### src/rtl/adc_readout_fmt.sv
module adc_readout_fmt (
  input  logic        clk,
  input  logic        rst_n,
  input  logic        rd_req,
  input  logic        rd_sel,
  input  logic        cont_rd,
  input  logic        cfg_dump,
  input  logic        cfg_wide,
  input  logic        cfg_clamp,
  input  logic [23:0] res_data,
  input  logic        res_under,
  input  logic        res_over,
  input  logic [2:0]  res_chan,
  input  logic        res_rdy,
  output logic [7:0]  byte_data,
  output logic        byte_valid,
  input  logic        byte_ready
);

  logic [31:0] sh;
  logic [2:0]  cnt;
  logic [23:0] val;

  wire [7:0]  stat  = {res_rdy, 3'b000, res_under | res_over, res_chan};
  wire        chain = cfg_dump | cont_rd;
  wire [31:0] body  = cfg_wide ? {val, 8'h00} : {val[23:8], 16'h0000};
  wire [2:0]  dlen  = cfg_wide ? 3'd3 : 3'd2;
  wire        start = rd_req && (cnt == 3'd0);
  wire        take  = byte_valid && byte_ready;

  always_comb begin
    if (cfg_clamp && res_under)     val = 24'h000000;
    else if (cfg_clamp && res_over) val = 24'hFFFFFF;
    else                            val = res_data;
  end

  always_ff @(posedge clk or negedge rst_n) begin
    if (!rst_n) begin
      sh  <= '0;
      cnt <= '0;
    end else if (start) begin
      if (chain) begin
        sh  <= {stat, body[31:8]};
        cnt <= dlen + 3'd1;
      end else if (rd_sel) begin
        sh  <= body;
        cnt <= dlen;
      end else begin
        sh  <= {stat, 24'h000000};
        cnt <= 3'd1;
      end
    end else if (take) begin
      sh  <= {sh[23:0], 8'h00};
      cnt <= cnt - 3'd1;
    end
  end

  assign byte_valid = (cnt != 3'd0);
  assign byte_data  = sh[31:24];


  hold_chk: assert property (@(posedge clk) disable iff (!rst_n)
    byte_valid && !byte_ready |=> byte_valid && $stable(byte_data));


  last_chk: assert property (@(posedge clk) disable iff (!rst_n)
    take && cnt == 3'd1 |=> !byte_valid && byte_data == 8'h00);


  busy_chk: assert property (@(posedge clk) disable iff (!rst_n)
    rd_req && byte_valid && !byte_ready |=> byte_valid);


  chain_chk: assert property (@(posedge clk) disable iff (!rst_n)
    rd_req && !byte_valid && (cfg_dump || cont_rd)
    |=> byte_data == {$past(res_rdy), 3'b000, $past(res_under | res_over), $past(res_chan)});


  clamp_hi_chk: assert property (@(posedge clk) disable iff (!rst_n)
    rd_req && !byte_valid && !cfg_dump && !cont_rd && rd_sel && cfg_clamp && res_over && !res_under
    |=> byte_data == 8'hFF);


  clamp_lo_chk: assert property (@(posedge clk) disable iff (!rst_n)
    rd_req && !byte_valid && !cfg_dump && !cont_rd && rd_sel && cfg_clamp && res_under
    |=> byte_data == 8'h00);

endmodule

### config.mk
export PLATFORM = sky130hd
export DESIGN_NAME = adc_readout_fmt
export DESIGN_NICKNAME = d
export VERILOG_FILES = /design/src/rtl/adc_readout_fmt.sv
export SDC_FILE = /design/constraint.sdc
export NUM_CORES = 1
export LEC_CHECK = 0
export ABC_AREA = 1
export BUFFER_PORTS_ARGS = -buffer_cell sky130_fd_sc_hd__buf_2
export CAP_MARGIN = 20
export CELL_PAD_IN_SITES_DETAIL_PLACEMENT = 0
export CELL_PAD_IN_SITES_GLOBAL_PLACEMENT = 1
export CORE_ASPECT_RATIO = 0.7
export CORE_MARGIN = 10
export CORE_UTILIZATION = 41
export DETAILED_ROUTE_END_ITERATION = 16
export MAX_ROUTING_LAYER = met4
export PLACE_DENSITY = 0.84
export SLEW_MARGIN = 20
export SYNTH_ARGS = -nofsm -noshare
export SYNTH_HDL_FRONTEND = slang
export SYNTH_SLANG_ARGS = --single-unit
### constraint.sdc
create_clock -name clk -period 2.1 [get_ports clk]
set_clock_uncertainty 0.05 [all_clocks]
set_input_delay 0.21 -clock clk [delete_from_list [all_inputs] [get_ports clk]]
set_output_delay 0.21 -clock clk [all_outputs]
set_load 0.005 [all_outputs]
==> results.toml, run 1 <==
[outcome]
outcome = "finished clean"

[critical_path]
critPathArrivalTime_ns = 1.85
critPathKind = "flop to flop"
path_cells = "inv_1 > ha_1 > nand3_2 > inv_2 > nand3_1 > o22ai_1"
cp.depth = 6
cpPeakStageDelay_ns = 0.38
cp_top_family = "simple AND/OR/NAND/NOR gates"
crit_buf_inv = 2
end_kind = "flop"
critical_path.max_fanout = 8
crit_slowest_cell = "dfrtp_1"
worstSetupStartpointType = "flop"
cp.required_ns = 2.25
ff2ff_path_depth = 6

[sta]
rsz0062_at_grt = "no"
clock.fmax_mhz = 585
hold_viol_final = 0
fin_crit_sh_pct = 81.3
min_period_ns = 1.71
worstMarginPinSlew_ns = 0.822
setup_ws_ns = 0.392
tns_ns = 0
max_slew_margin_pct = 45.2
drv_slew = 0
setup_viol = 0

[logic_synthesis]
seq_area_frac_synth_pct = 37.8
synth_nets = 392
synth_seq_cells = 35
synthDistinctLibCells = 23
syn_area_mm2 = 0.00231
synthCells = 351
yosysWarnings = 0
synth_area_per_cell_um2 = 6.59

[die]
die_x_um = 110
rows = 22
ios = 48
die_height_um = 82.9
core-area_mm2 = 0.00534
initial_core_util_pct = 43.3
fp.dieArea_mm2 = 0.00910

[layout]
regArea_um2 = 876
final_nets = 429
diodes = 0
fillCellCount = 574
area_growth_pct = 13.3
multiInputGateArea_mm2 = 0.00108
layout-drive-gt1-share_pct = 19.1

[detailed_routing]
wl_per_cell_um = 14.1
ant_nets = 0
firstDrtPassIters = 4
vias_per_cell = 5.06
drtIter0Drc = 186
vias = 2321
wl_mm = 6.48
drcViolationCount = 0

[clocking]
root_buffer = "clkbuf_8"
cts_sinks = 35
clkTransAtPathRegs_ns = 0.07
cts-resized-gates = 0
cts_made_buffers = 5
cts_tree = "built"
clockBufferDepth = 2
htreeDepth = 2
insertion_delay_ns = 0.29

[pwr]
leakagePower_nw = 1.47
p_comb_share_pct = 41.0
power_switching_mw = 1.01
power.density_mw_per_mm2 = 970
ir_worst_vdd_mv = 0.413
clockPowerShare_pct = 18.0
p_sw_share_pct = 39.5
seqPwrFrac_pct = 41.0
power.internal_mw = 1.54

[placement]
port_buffers = 47
routabilityCongestion = 0.876
place_ws_ns = 0.435
hpwl_mm = 4.61

[hold_path]
hold_depth = 2
hp-class = "input port to flop"

[grt]
grt-ovfl-total = 0
grt_max_degree = 41
grt_use_total_pct = 14.9
grt_pass1_wl_mm = 11.0
grt_pass1_vias = 2314
antenna_found_initial = 0

[job]
drv_cap = 0
==> cells by family (layout without fill, tap and decap cells) <==
kind of cell	Yosys count	in the layout	synth area share, %
adders and majority gates	2	2	1.08
buffers and inverters	79	115	15.5
AOI/OAI and AO/OA	64	64	14.8
DFF	35	35	37.8
xor gates and xnor gates	1	1	0.378
and+or+nand+nor	170	170	30.4
==> sequential cells by signal, indices dropped and copies added, names as in the netlist <==
name,cells
cnt,3
sh,32
==> what timing repair did <==
item                                   4_1_cts  5_1_grt
setup buffers                                0        0
hold buffers                                 1        0
endpoints found under the hold margin       35        0
==> final cells by class <==
cell class | count | share of cell area (%)
clock buffers | 6 | 2.77
inverters | 53 | 7.59
multi-input cells | 237 | 41.2
flip-flops and latches | 35 | 33.4
well taps | 72 | 3.44
repair buffers | 56 | 11.6
==> metrics by stage <==
step	utilization [%]	cell area [um2]	power [mW]	hold WS, ns	instances
2_1_floorplan	-	2310	1.85	-0.136	351
4_1_cts	49.1	2620	2.56	0.129	459
3_5_place_dp	47.6	2540	2.10	0.304	452
5_1_grt	49.1	2620	2.76	0.130	459
3_3_place_gp	47.6	2540	2.07	0.310	452
6_report	49.1	2620	2.54	0.131	459
==> final timing paths <==
path,from,end,slack [ns]
min in group asynchronous,rst_n,sh[11],0.51
hold reg to reg,sh[18],sh[18],0.43
setup reg to reg,cnt[0],sh[0],0.39
hold / removal,byte_ready,cnt[2],0.13
max in group asynchronous,rst_n,sh[16],0.98
setup / recovery,cnt[0],sh[0],0.39
==> routing by layer <==
metal  global-route usage, %  part of all wire [%]  wire length (um)
met1                    19.4                    48              3140
met2                    21.9                    44              2820
met3                    3.94                   6.8               441
met4                    4.68                   1.2                79
met5                       -                     0                 0
==> placed cells by master, fill, tap and decap left out, types with 2 or more instances in the layout <==
| master | n |
|---|---|
| a21oi_2 | 3 |
| inv_2 | 3 |
| o21ai_1 | 16 |
| dfrtp_1 | 35 |
| o22ai_1 | 9 |
| nor2_1 | 27 |
| ha_1 | 2 |
| inv_1 | 50 |
| o21ai_0 | 27 |
| nand2_1 | 110 |
| buf_4 | 8 |
| nand2_2 | 3 |
| buf_2 | 47 |
| a21oi_1 | 9 |
| clkbuf_8 | 5 |
| nand3_1 | 25 |
==> synth_stat cells <==
cell type / number / share of area (%)
nand3_2: 1 / 0.43
o21ai_0: 27 / 5.8
nor2_4: 1 / 0.49
or2_2: 1 / 0.27
ha_1: 2 / 1.1
buf_6: 2 / 0.97
buf_4: 9 / 2.9
a21oi_2: 3 / 1.1
buf_2: 11 / 2.4
nand2_4: 1 / 0.49
clkbuf_1: 4 / 0.65
dfrtp_1: 35 / 38
nand2_2: 3 / 0.81
o22ai_1: 9 / 2.4
nand3_1: 25 / 5.4
nor2_2: 1 / 0.27
xnor2_1: 1 / 0.38
a21oi_1: 9 / 1.9
inv_1: 50 / 8.1
o21ai_1: 16 / 3.5
nor2_1: 27 / 4.4
inv_2: 3 / 0.49
nand2_1: 110 / 18
==> power by group through the flow <==
stage               clock network, mW  registers [mW]  logic (mW)
floorplan                           0            1.02       0.836
detailed placement                  0            1.05        1.05
finish                          0.459            1.04        1.04
CTS                             0.468            1.04        1.05
global placement                    0            1.05        1.02
global route                    0.493            1.07        1.19
Power figures use the tool's default switching activity.
==> inputs of run 2 (changes only) <==
ABC_AREA = 0   (was 1)
CORE_UTILIZATION = 37   (was 41)
PLACE_DENSITY = 0.74   (was 0.84)
clock period = 1.5 ns   (was 2.1 ns; I/O delays follow)
==> results.toml, run 2 <==
[outcome]
outcome = "finished, violations left"
violations = "setup timing"

[sta]
min_period_ns = 1.58
worstMarginPinSlew_ns = 0.465
fin_crit_sh_pct = 106
clock.fmax_mhz = 631
holdWs_ns = 0.0733
max_slew_margin_pct = 68.7
drv_slew = 0
rsz0062_at_grt = "yes"
setup_ws_ns = -0.0840
setup_viol = 31
hold_viol_final = 0

[logic_synthesis]
synth_edf_count = 0
seq_area_frac_synth_pct = 38.3
synth_common_cells = "dfrtp_1 (35), nand2_1 (30), mux2i_1 (25)"
synthFlopType = "dfrtp_1"
synth_nets = 282
yosysWarnings = 0
synthDistinctLibCells = 36
synth_area_leaders = "dfrtp_1 (38%), mux2i_1 (11%), o31ai_1 (5.6%)"
synthSimpleGateAreaFrac_pct = 9.34
synth_top_area_cell = "dfrtp_1"
synth_top_area_share_pct = 38.3
synthMuxAreaShare_pct = 10.9
synth_area_per_cell_um2 = 9.50
synth_compound_area_share_pct = 31.9
syn_area_mm2 = 0.00229
synth_top_family_by_area = "compound AO/OA/AOI/OAI gates"
ys_async_sr_fraction_pct = 100
synthCells = 241
synth_seq_cells = 35
synthAdderAreaFrac_pct = 1.09
yosysMostFrequentCell = "dfrtp_1"
synth_xor_area_share_pct = 0

[clocking]
insertion_delay_ns = 0.30
root_buffer = "clkbuf_8"
cts_tree = "built"
clkTransAtPathRegs_ns = 0.09
htreeDepth = 2
cts_sinks = 35
clockBufferDepth = 2
cts_made_buffers = 5

[detailed_routing]
drcViolationCount = 0
firstDrtPassIters = 4
drtIter0Drc = 127
vias = 2173
vias_per_cell = 5.70
ant_nets = 0
wl_mm = 7.20
wl_per_cell_um = 18.9

[critical_path]
critical_path.max_fanout = 8
worstSetupStartpointType = "flop"
cpPeakStageDelay_ns = 0.35
ff2ff_path_depth = 8
critPathArrivalTime_ns = 1.74
crit_slowest_cell = "dfrtp_1"
reg2reg_from = "cnt[1]"
cp_top_family = "flip-flops"
r2r_slack_ns = -0.08
rr_endpoint = "sh[5]"
critPathKind = "flop to flop"
cp.required_ns = 1.66
path_cells = "inv_2 > ha_4 > and2b_2 > inv_6 > mux2i_4 > buf_12 > nand2_2 > o31ai_1"
end_kind = "flop"
crit_buf_inv = 3

[die]
ios = 48
die_height_um = 85.8
initial_core_util_pct = 39.0
die_x_um = 114
fp.dieArea_mm2 = 0.00979
rows = 23
core-area_mm2 = 0.00587

[pwr]
leakagePower_nw = 1.42
clockPowerShare_pct = 18.2
p_sw_share_pct = 37.8
power.internal_mw = 2.68
p_comb_share_pct = 45.0
power.density_mw_per_mm2 = 1380
power_switching_mw = 1.63
ir_worst_vdd_mv = 0.493
seqPwrFrac_pct = 36.8

[placement]
routabilityCongestion = 0.851
place_ws_ns = -0.161
post-place-cells = 364
port_buffers = 47
placedInstanceArea_mm2 = 0.00276
hpwl_mm = 5.27

[layout]
final_util_pct = 53.1
final_cell_count_no_fill = 381
fillCellCount = 560
final_nets = 346
mostFrequentLayoutCells = "buf_2 (46), dfrtp_1 (35), buf_4 (26), mux2i_1 (24), o21ai_0 (20)"
diodes = 0
layout-drive-gt1-share_pct = 44.8
multiInputGateArea_mm2 = 0.00139
final_common_cell = "buf_2"
regArea_um2 = 876
final_cell_area_mm2 = 0.00312
regMostFlops = "sh"
area_growth_pct = 36.2
reg_top3 = "sh: 32 flops, cnt: 3 flops"
largest_reg_flops = 32

[grt]
grt_use_total_pct = 15.1
grt_pass1_vias = 2153
antenna_found_initial = 0
grt-ovfl-total = 0
grt_pass1_wl_mm = 11.6
grt_max_degree = 36

[hold_path]
hold_depth = 3
worstHoldStart = "res_data[22]"
holdPathEnd = "sh[30]"
hp-class = "input port to flop"

[job]
drv_cap = 0
run 2: cell count changes after synthesis, sizes merged, moves of 9 or more:
cell	change
nand2	-84
inv	-49
mux2i	+25
nor2	-17
a31oi	+9
nand3	-26
o31ai	+17
run 2: worst reg2reg max path, stage by stage (launching register included):
cell and delay (ns):
dfrtp_1 0.35, inv_2 0.05, ha_4 0.15, and2b_2 0.22
inv_6 0.11, mux2i_4 0.31, buf_12 0.17, nand2_2 0.04
o31ai_1 0.06
run 2: worst max-delay path by stage:
stage	startpoint	endpoint	cells after the start
CTS	cnt[1]	byte_valid	6
global placement	cnt[1]	sh[30]	8
floorplan	cnt[0]	cnt[1]	7
finish	cnt[1]	sh[5]	8
detailed placement	cnt[1]	sh[29]	8
global route	cnt[1]	sh[3]	8
run 2: repair_timing:
item	CTS	global route
endpoints found under the hold margin	35	0
pin swaps	12	2
resized for setup	29	16
setup buffers	7	1
endpoints found under the setup margin	35	35
hold buffers	1	0
run 2: kinds of logic after synthesis:
| family | Yosys count |
|---|---|
| buffers and inverters | 32 |
| muxes | 25 |
| DFF | 35 |
| and+or+nand+nor | 51 |
| AOI/OAI and AO/OA | 96 |
| adders and majority gates | 2 |
run 2: power by group through the flow:
| stage | Combinational, mW | Sequential, mW | Clock (mW) |
|---|---|---|---|
| 2_1_floorplan | 1.22 | 1.48 | 0 |
| 3_3_place_gp | 1.56 | 1.56 | 0 |
| 3_5_place_dp | 1.60 | 1.57 | 0 |
| 4_1_cts | 1.85 | 1.56 | 0.792 |
| 5_1_grt | 2.14 | 1.63 | 0.832 |
| 6_report | 1.94 | 1.59 | 0.786 |
run 2: layout make-up:
type	instances	area share [%]
repair buffers	85	20.7
clock inverters	2	0.521
multi-input cells	174	44.4
well taps	75	3.01
clock buffers	6	2.65
inverters	4	0.642
flip-flops and latches	35	28.1
run 2: through the flow:
| step | power (mW) | TNS, ns |
|---|---|---|
| finish | 4.32 | -1.35 |
| global route | 4.60 | -3.61 |
| CTS | 4.20 | -1.63 |
| detailed placement | 3.16 | -2.16 |
| global placement | 3.12 | -0.964 |
| floorplan | 2.70 | -0.0862 |
run 2: metal layers:
| layer | wire length, um | GRT usage, % | vias up |
|---|---|---|---|
| met2 | 3090 | 21.5 | 69 |
| met1 | 3690 | 20.9 | 1061 |
| met5 | 0 | - | - |
| li1 | - | - | 1039 |
| met3 | 374 | 3.69 | 4 |
| met4 | 52 | 3.52 | 0 |
